$ cat config.mk
export PLATFORM = sky130hd
export DESIGN_NAME = mod_divider
export DESIGN_NICKNAME = d
export VERILOG_FILES = /design/src/rtl/moddiv_pkg.sv /design/src/rtl/moddiv_cell.sv /design/src/rtl/moddiv_cfg.sv /design/src/rtl/mod_divider.sv
export SDC_FILE = /design/constraint.sdc
export NUM_CORES = 1
export LEC_CHECK = 0
export ABC_AREA = 1
export BUFFER_PORTS_ARGS = -buffer_cell sky130_fd_sc_hd__buf_2
export CAP_MARGIN = 20
export CORE_UTILIZATION = 55
export CTS_CLUSTER_DIAMETER = 150
export CTS_CLUSTER_SIZE = 24
export DETAILED_ROUTE_END_ITERATION = 6
export HOLD_SLACK_MARGIN = 0.12
export PLACE_DENSITY = 0.77
export SYNTH_ARGS = -nofsm -noshare
export SYNTH_HDL_FRONTEND = slang
export SYNTH_SLANG_ARGS = --single-unit
$ cat constraint.sdc
create_clock -name clk_i -period 11.97 [get_ports clk_i]
set_input_delay 0.5985 -clock clk_i [delete_from_list [all_inputs] [get_ports clk_i]]
set_output_delay 0.5985 -clock clk_i [all_outputs]
set_load 0.1 [all_outputs]
$ cat src/rtl/moddiv_pkg.sv
package moddiv_pkg;
    // Count inside one 2/3 cell period: 0,1 (divide by 2) or 0,1,2 (divide by 3)
    typedef logic [1:0] cell_cnt_t;
    localparam cell_cnt_t CNT_END2 = 2'd1;
    localparam cell_cnt_t CNT_END3 = 2'd2;
endpackage

$ cat src/rtl/moddiv_cell.sv
module moddiv_cell
    import moddiv_pkg::*;
(
    input  logic clk_i,
    input  logic rst_ni,
    input  logic en_i,      // one input period of this cell elapsed
    input  logic fin_up_i,  // modulus control from the cell above
    input  logic prog_i,    // ratio bit for this cell
    input  logic act_i,     // cell in use
    output logic en_o,      // enable to the cell above
    output logic fin_o      // modulus control to the cell below
);
    typedef struct packed {
        cell_cnt_t cnt;
    } cell_st_t;

    cell_st_t st_d, st_q;
    logic     last;

    always_comb begin
        st_d = st_q;
        last = act_i & (st_q.cnt == ((prog_i & fin_up_i) ? CNT_END3 : CNT_END2));
        en_o  = en_i & (~act_i | last);
        fin_o = fin_up_i & (~act_i | last);
        if (!act_i) begin
            st_d.cnt = '0;
        end else if (en_i) begin
            st_d.cnt = last ? cell_cnt_t'(0) : st_q.cnt + cell_cnt_t'(1);
        end
    end

    always_ff @(posedge clk_i or negedge rst_ni) begin
        if (!rst_ni) st_q <= '0;
        else         st_q <= st_d;
    end
endmodule

$ cat src/rtl/moddiv_cfg.sv
module moddiv_cfg #(
    parameter int W = 11
) (
    input  logic [W-1:0] code_i,
    output logic [W-1:0] prog_o,
    output logic [W-1:0] act_o
);
    localparam logic [W-1:0] MIN_RATIO = W'(3);

    logic [W-1:0] eff;

    always_comb begin
        eff = (code_i < MIN_RATIO) ? MIN_RATIO : code_i;
        for (int i = 0; i < W; i++) begin
            act_o[i] = (code_i == '0) ? 1'b1 : ((eff >> (i + 1)) != '0);
        end
        prog_o = (code_i == '0) ? '0 : (eff & act_o);
    end
endmodule

$ cat src/rtl/mod_divider.sv
module mod_divider #(
    parameter int W = 11
) (
    input  logic         clk_i,
    input  logic         rst_ni,
    input  logic [W-1:0] div_i,
    output logic         pulse_o
);
    typedef struct packed {
        logic         run;
        logic         pulse;
        logic [W-1:0] prog;
        logic [W-1:0] act;
    } top_st_t;

    top_st_t      st_d, st_q;
    logic [W-1:0] dec_prog, dec_act;
    logic [W:0]   en;
    logic [W:0]   fin;
    logic         wrap;
    logic [W-1:0] prog_cur, act_cur;

    moddiv_cfg #(.W(W)) u_cfg (
        .code_i (div_i),
        .prog_o (dec_prog),
        .act_o  (dec_act)
    );

    assign en[0]  = st_q.run;
    assign fin[W] = 1'b1;

    for (genvar g = 0; g < W; g++) begin : g_cell
        moddiv_cell u_cell (
            .clk_i    (clk_i),
            .rst_ni   (rst_ni),
            .en_i     (en[g]),
            .fin_up_i (fin[g+1]),
            .prog_i   (st_q.prog[g]),
            .act_i    (st_q.act[g]),
            .en_o     (en[g+1]),
            .fin_o    (fin[g])
        );
    end

    assign wrap = en[W] & fin[0];

    always_comb begin
        st_d       = st_q;
        st_d.run   = 1'b1;
        st_d.pulse = wrap;
        if (!st_q.run || wrap) begin
            st_d.prog = dec_prog;
            st_d.act  = dec_act;
        end
    end

    always_ff @(posedge clk_i or negedge rst_ni) begin
        if (!rst_ni) st_q <= '0;
        else         st_q <= st_d;
    end

    assign pulse_o  = st_q.pulse;
    assign prog_cur = st_q.prog;
    assign act_cur  = st_q.act;
endmodule

# Word-level counts from Yosys, hierarchy flattened
# Index checks and enable logic that the tools add are counted.
# W data, S select, Z words.
[word_totals]
output_inout_bits = 1
ram_bits = 0
input_bits = 13
rom_bits = 0
memories = 0
wordCells = 184
regBits = 46
latch_bits = 0
[op_classes]
n_reduce_logical = 12
eq_ne = 22
mul = 0
mux = 57
n_bitwise = 66
n_div = 0
n_addsub = 11
n_shift = 0
order_cmp = 1
[ops]
columns = ["operator", "count"]
rows = [
  ["$reduce_bool A11 Y1", 9],
  ["$mux W2", 44],
  ["$and A1 B1 Y1", 43],
  ["$add A2 B1 Y2 const B", 11],
  ["$eq A2 B2 Y1", 11],
  ["$mux W11", 2],
  ["$ne A2 B1 Y1 const B", 11],
  ["$and A11 B11 Y11", 1],
  ["$logic_not A11 Y1", 1],
  ["$lt A11 B2 Y1 const B", 1],
  ["$mux W1", 11],
  ["$not A1 Y1", 11],
  ["$or A1 B1 Y1", 11],
  ["$logic_not A1 Y1", 1],
  ["$logic_or A1 B1 Y1", 1],
]

# Depth between registers and ports, before layout
[logic_depth]
depth_word = 76
mapped_depth = 50
ltp_nobuf = 49

# Hierarchy
# From an unflattened synthesis, not the netlist that was laid out.
[hier_totals]
cells_unflattened = 450
hier_area_um2 = 2956.6
[by_module_without_submodules]
columns = ["module", "seq_area_each_um2", "n_inst", "cells_each", "area_per_inst_um2"]
rows = [
  ["moddiv_cell", 50.0, 11, 26, 155.1],
  ["mod_divider", 600.6, 1, 100, 925.9],
  ["moddiv_cfg", 0.0, 1, 64, 324.1],
]

# Worst setup path before layout
# No wires, ideal clock.
[synth_path]
path_type = "reg2reg"
startpoint = "register g_cell[10].u_cell.st_q[0] (netlist bit)"
endpoint = "register st_q, in the netlist act_cur[10]"
setup_ns = 0.117
required_ns = 11.853
slack_ns = 7.647
period_less_slack_ns = 4.323
path_buffers = 1
arrival_ns = 4.206
stages_incl_launch_ff = 48
path_cell_list = "dfrtp_1 inv_1 nand3_2 nand3_4 nand2_1 nand2_2 nand3_4 nand4_1 nand3_2 nand2_4 nand3_1 nand2_1 nand3_1 nand2_2 nand3_1 nand2_1 nand3_2 nand2_2 [12 not listed] nand4_1 nand3_2 nand3_1 nand2_1 nand3_1 nand2_2 nand3_1 nand2_1 nand3_2 nand2_2 nand4_2 nor2_2 nand4_2 nor2_4 nand3_4 buf_2 nand3_1 nand2_1"
[synth_between]
elab_chain_len = 75
word_cells_on_any_way = 76
cone_classes = "11 x eq/ne; 10 x mux; 54 x bitwise; 1 x reduce/logical"
[synth_rtl]
columns = ["item", "line", "text"]
rows = [
  ["start, declared", "moddiv_cell.sv:17", "cell_st_t st_d, st_q;"],
  ["start signal, assigned", "moddiv_cell.sv:34", "else st_q <= st_d;"],
  ["$eq A2 B2 Y1 *", "moddiv_cell.sv:22", "last = act_i & (st_q.cnt == ((prog_i & fin_up_i) ? CNT_END3 : CNT_END2));"],
  ["$and A1 B1 Y1 *", "moddiv_cell.sv:22", ""],
  ["$or A1 B1 Y1 *", "moddiv_cell.sv:23, moddiv_cell.sv:24", ""],
  ["$and A1 B1 Y1", "moddiv_cell.sv:22", ""],
  ["$mux W2", "moddiv_cell.sv:22", ""],
  ["$eq A2 B2 Y1", "moddiv_cell.sv:22", ""],
  ["$and A1 B1 Y1", "moddiv_cell.sv:22", ""],
  ["$or A1 B1 Y1", "moddiv_cell.sv:23, moddiv_cell.sv:24", ""],
  ["[49 not listed]", "-", ""],
  ["$and A1 B1 Y1", "moddiv_cell.sv:22", ""],
  ["$mux W2", "moddiv_cell.sv:22", ""],
  ["$eq A2 B2 Y1", "moddiv_cell.sv:22", ""],
  ["$and A1 B1 Y1", "moddiv_cell.sv:22", ""],
  ["$or A1 B1 Y1", "moddiv_cell.sv:23, moddiv_cell.sv:24", ""],
  ["$and A1 B1 Y1 (11 in a row)", "moddiv_cell.sv:23", "en_o = en_i & (~act_i | last);"],
  ["$and A1 B1 Y1 *", "mod_divider.sv:45", "assign wrap = en[W] & fin[0];"],
  ["$logic_or A1 B1 Y1 *", "mod_divider.sv:51", "if (!st_q.run || wrap) begin"],
  ["end signal, assigned", "mod_divider.sv:59", "else st_q <= st_d;"],
  ["end, declared", "mod_divider.sv:16", "top_st_t st_d, st_q;"],
]
# Every way passes the cells marked *; elsewhere a longest branch is shown, timed or not.
# A chain may end at the register's enable or synchronous reset.

# Worst setup path in the final report
# Ends and elaborated chain as after synthesis.

==> Implementation_results.wiki <==
{| class="wikitable"
! Metric !! Value
|-
| Fraction of power spent switching nets || 0.376
|-
| Die extent in y || 71.7 um
|-
| Netlist Area Pre-Place || 2670 um^2
|-
| Uppermost layer routed || met4
|-
| Final Slew Violations || 0
|-
| RSZ-0062 raised after global routing || no
|-
| Share of total power in combinational logic || 0.307
|-
| Kind of capture point of the worst setup path || flip-flop
|-
| Clock latency reported for the late side of the worst-skew pair || 300 ps
|-
| Total of flip-flops plus latches after synthesis || 46
|-
| Register area share after synthesis || 0.431
|-
| Met2 wire length || 2400 um
|-
| Core Region || 4500 um^2
|-
| Post-synth cell types || 24
|-
| Internal power || 0.271 mW
|-
| Largest area contributor in the synthesized netlist || sky130_fd_sc_hd__dfrtp_1
|-
| Critical path class || reg -> reg
|-
| GR Overflow Total || 0
|-
| Crit-path max FO || 23
|-
| Cell family with most CP delay || simple AND/OR/NAND/NOR gates
|-
| Post-synthesis instance total || 365
|-
| Net switching power || 0.163 mW
|-
| Number of warnings reported in the yosys synthesis log || 0
|-
| Accumulated negative setup slack || 0 ps
|-
| Met1 Routed Length || 2530 um
|-
| Met3 Wirelength || 211 um
|-
| Maximum buffer depth of the clock tree || 2
|-
| Area Growth Syn to Fin || 7.21%
|-
| Slowest cell delay on critical path || 430 ps
|-
| Vias per cell || 5.36
|-
| Max frequency || 193 MHz
|-
| Number of buffers added by the clock tree synthesis step || 5
|-
| Highest ir drop seen on vdd || 0.102 mV
|-
| Number of gates resized after CTS || 0
|-
| Fraction of the mapped netlist area in compound gates || 0.0510
|-
| Static leakage || 1.44 nW
|-
| Total via count after detailed routing || 2310
|-
| Most common cell after layout, fill and taps aside || sky130_fd_sc_hd__nand2_1
|-
| Required @ worst endpoint || 12210 ps
|-
| Predominant post-synthesis flop cell || sky130_fd_sc_hd__dfrtp_1
|-
| Die area || 5140 um^2
|-
| Detail Route Antenna Nets || 0
|-
| CTS Hold Buffers Added || 0
|-
| Setup Skew || 5.53 ps
|-
| Cell Rows || 24
|-
| Arrival time worst endpoint || 5430 ps
|-
| Async set-reset flop share out of synthesis || 1.00
|-
| Worst rel slew slack || 0.436
|-
| Share of the synthesized area in the top cell type || 0.431
|-
| Final period util || 0.434
|-
| Most prevalent standard cell on the critical path || sky130_fd_sc_hd__nand2_1
|-
| Root Buffer Master || sky130_fd_sc_hd__clkbuf_8
|-
| Worst Setup Start Kind || flip-flop
|-
| GP Congestion || 0.817
|-
| First-pass GRT wire length || 9380 um
|-
| Result of the run || finished clean
|-
| DRC Markers || 0
|-
| Fraction of the core area covered by cells at the end of the flow || 0.636
|-
| Buf/Inv on CP || 2
|-
| Power density cells || 151 nW/um^2
|-
| Die X || 71.7 um
|-
| Number of nets produced by synthesis || 378
|-
| MaxCap Viol Count || 0
|-
| Mux contribution to synthesized area || 0
|-
| Total GRT Usage || 0.232
|-
| Final number of hold-violating endpoints || 0
|-
| Number of H-tree branching levels || 2
|-
| HP Class || in -> async
|-
| Antenna violations before repair || 0
|-
| Power share of the clock group || 0.219
|-
| Clock-pin slew on the worst setup and hold paths || 80 ps
|-
| Synth area leaders || sky130_fd_sc_hd__dfrtp_1 43%, sky130_fd_sc_hd__nand2_1 14%, sky130_fd_sc_hd__nand3_1 8.4%
|-
| Routed wire length || 5210 um
|-
| I/O pin count || 14
|-
| Final number of setup-violating endpoints || 0
|-
| Part of the total power dissipated in sequential elements || 0.474
|-
| Count of routing violations after the opening detailed-route iteration || 183
|-
| Combinational family with the most area after synthesis || simple AND/OR/NAND/NOR gates
|-
| Final nets || 393
|-
| CP max-delay cell || sky130_fd_sc_hd__dfrtp_1
|-
| Average size of a mapped cell || 7.32 um^2
|-
| Quantity of I/O buffers inserted on ports || 13
|-
| Post-CTS Repair Setup Buffers || 0
|-
| Parity-gate share of the synthesized area counting xor and xnor cells || 0
|-
| Share of final-layout standard cells stronger than drive strength 1 || 0.124
|-
| Most frequent cells in the layout || 101 x sky130_fd_sc_hd__nand2_1, 58 x sky130_fd_sc_hd__inv_1, 46 x sky130_fd_sc_hd__dfrtp_1, 45 x sky130_fd_sc_hd__nand3_1, 34 x sky130_fd_sc_hd__nor2_1
|-
| Adder and majority cell fraction of the synthesized area || 0
|-
| Post-detailed-placement half-perimeter wirelength || 3830 um
|-
| Pin slew with the least headroom to its limit || 846 ps
|-
| Final critical delay including setup and external delays || 5190 ps
|-
| Sink count of the clock tree || 46
|-
| Number of global-route vias before repair || 2221
|-
| 1st-pass router iterations || 5
|-
| Area fraction in and, or, nand and nor cells after synthesis || 0.420
|-
| EDFF count, synth || 0
|-
| Maximum number of pins on one net before global-route repair || 47
|-
| Effective utilization at floorplan || 0.593
|-
| Antenna diode count || 0
|-
| Post-DR wirelength/cell || 12.1 um
|-
| CTS tree || built
|}
[worst paths after layout]
path                            slack [ps]                 startpoint                        to  cells past startpoint
worst max-delay path                  6780  g_cell[10].u_cell.st_q[0]               act_cur[10]                     45
worst min-delay path                   220                     rst_ni  g_cell[8].u_cell.st_q[1]                      1
worst max register to register        6780  g_cell[10].u_cell.st_q[0]               act_cur[10]                     45
worst min register to register         530                 act_cur[0]                act_cur[0]                      1
max in group asynchronous            11250                     rst_ni               prog_cur[0]                      2
min in group clk_i                     530                 act_cur[0]                act_cur[0]                      1
[layer usage]
| layer | GRT usage | vias up |
|---|---|---|
| met5 | 0 | - |
| met4 | 0.0741 | 0 |
| met3 | 0.0506 | 6 |
| met2 | 0.383 | 39 |
| met1 | 0.305 | 1069 |
| li1 | - | 1196 |
[Yosys cell counts, drive strengths merged (2+ instances only)]
library cell	count
nor3	4
nand2	111
o21ai	22
nand4	18
nor2	36
a21oi	2
buf	4
dfrtp	46
inv	58
nand3	57
clkbuf	2
[sequential cells by signal, indices dropped and copies added, names as in the netlist]
register            flops
g_cell.u_cell.st_q     22
act_cur                11
prog_cur               11
en                      1
pulse_o                 1
[stage by stage]
stage | power (mW) | setup WS, ps | hold WS, ps | area, um^2 | cells
final | 0.434 | 6780 | 218 | 2870 | 431
after global routing | 0.468 | 6120 | 245 | 2870 | 431
after CTS | 0.436 | 6710 | 514 | 2850 | 430
after detailed placement | 0.342 | 6720 | 509 | 2760 | 424
after global placement | 0.336 | 6960 | 509 | 2760 | 424
after floorplan | 0.311 | 7650 | 303 | 2670 | 365
[logic make-up (layout without fill, tap and decap cells)]
| kind of cell | Yosys count | in the layout |
|---|---|---|
| and+or+nand+nor | 228 | 228 |
| buffers and inverters | 64 | 78 |
| AOI/OAI and AO/OA | 26 | 26 |
| DFF | 46 | 46 |
| other | 1 | 1 |
[power groups by stage]
stage / Combinational (mW) / Clock [mW] / Sequential (mW)
floorplan: 0.110 / 0 / 0.201
global placement: 0.128 / 0 / 0.208
detailed placement: 0.133 / 0 / 0.209
CTS: 0.134 / 0.0973 / 0.206
global route: 0.157 / 0.102 / 0.210
finish: 0.133 / 0.0951 / 0.206
[cell type report]
cell class                      count  area (um^2)
Clock buffer                        6         82.6
Tap cell                           52         65.1
Timing Repair Buffer               14         85.1
Fill cell                         407         1640
Multi-Input combinational cell    255         1260
Sequential cell                    46         1150
Inverter                           58          218
Power figures use the tool's default switching activity.
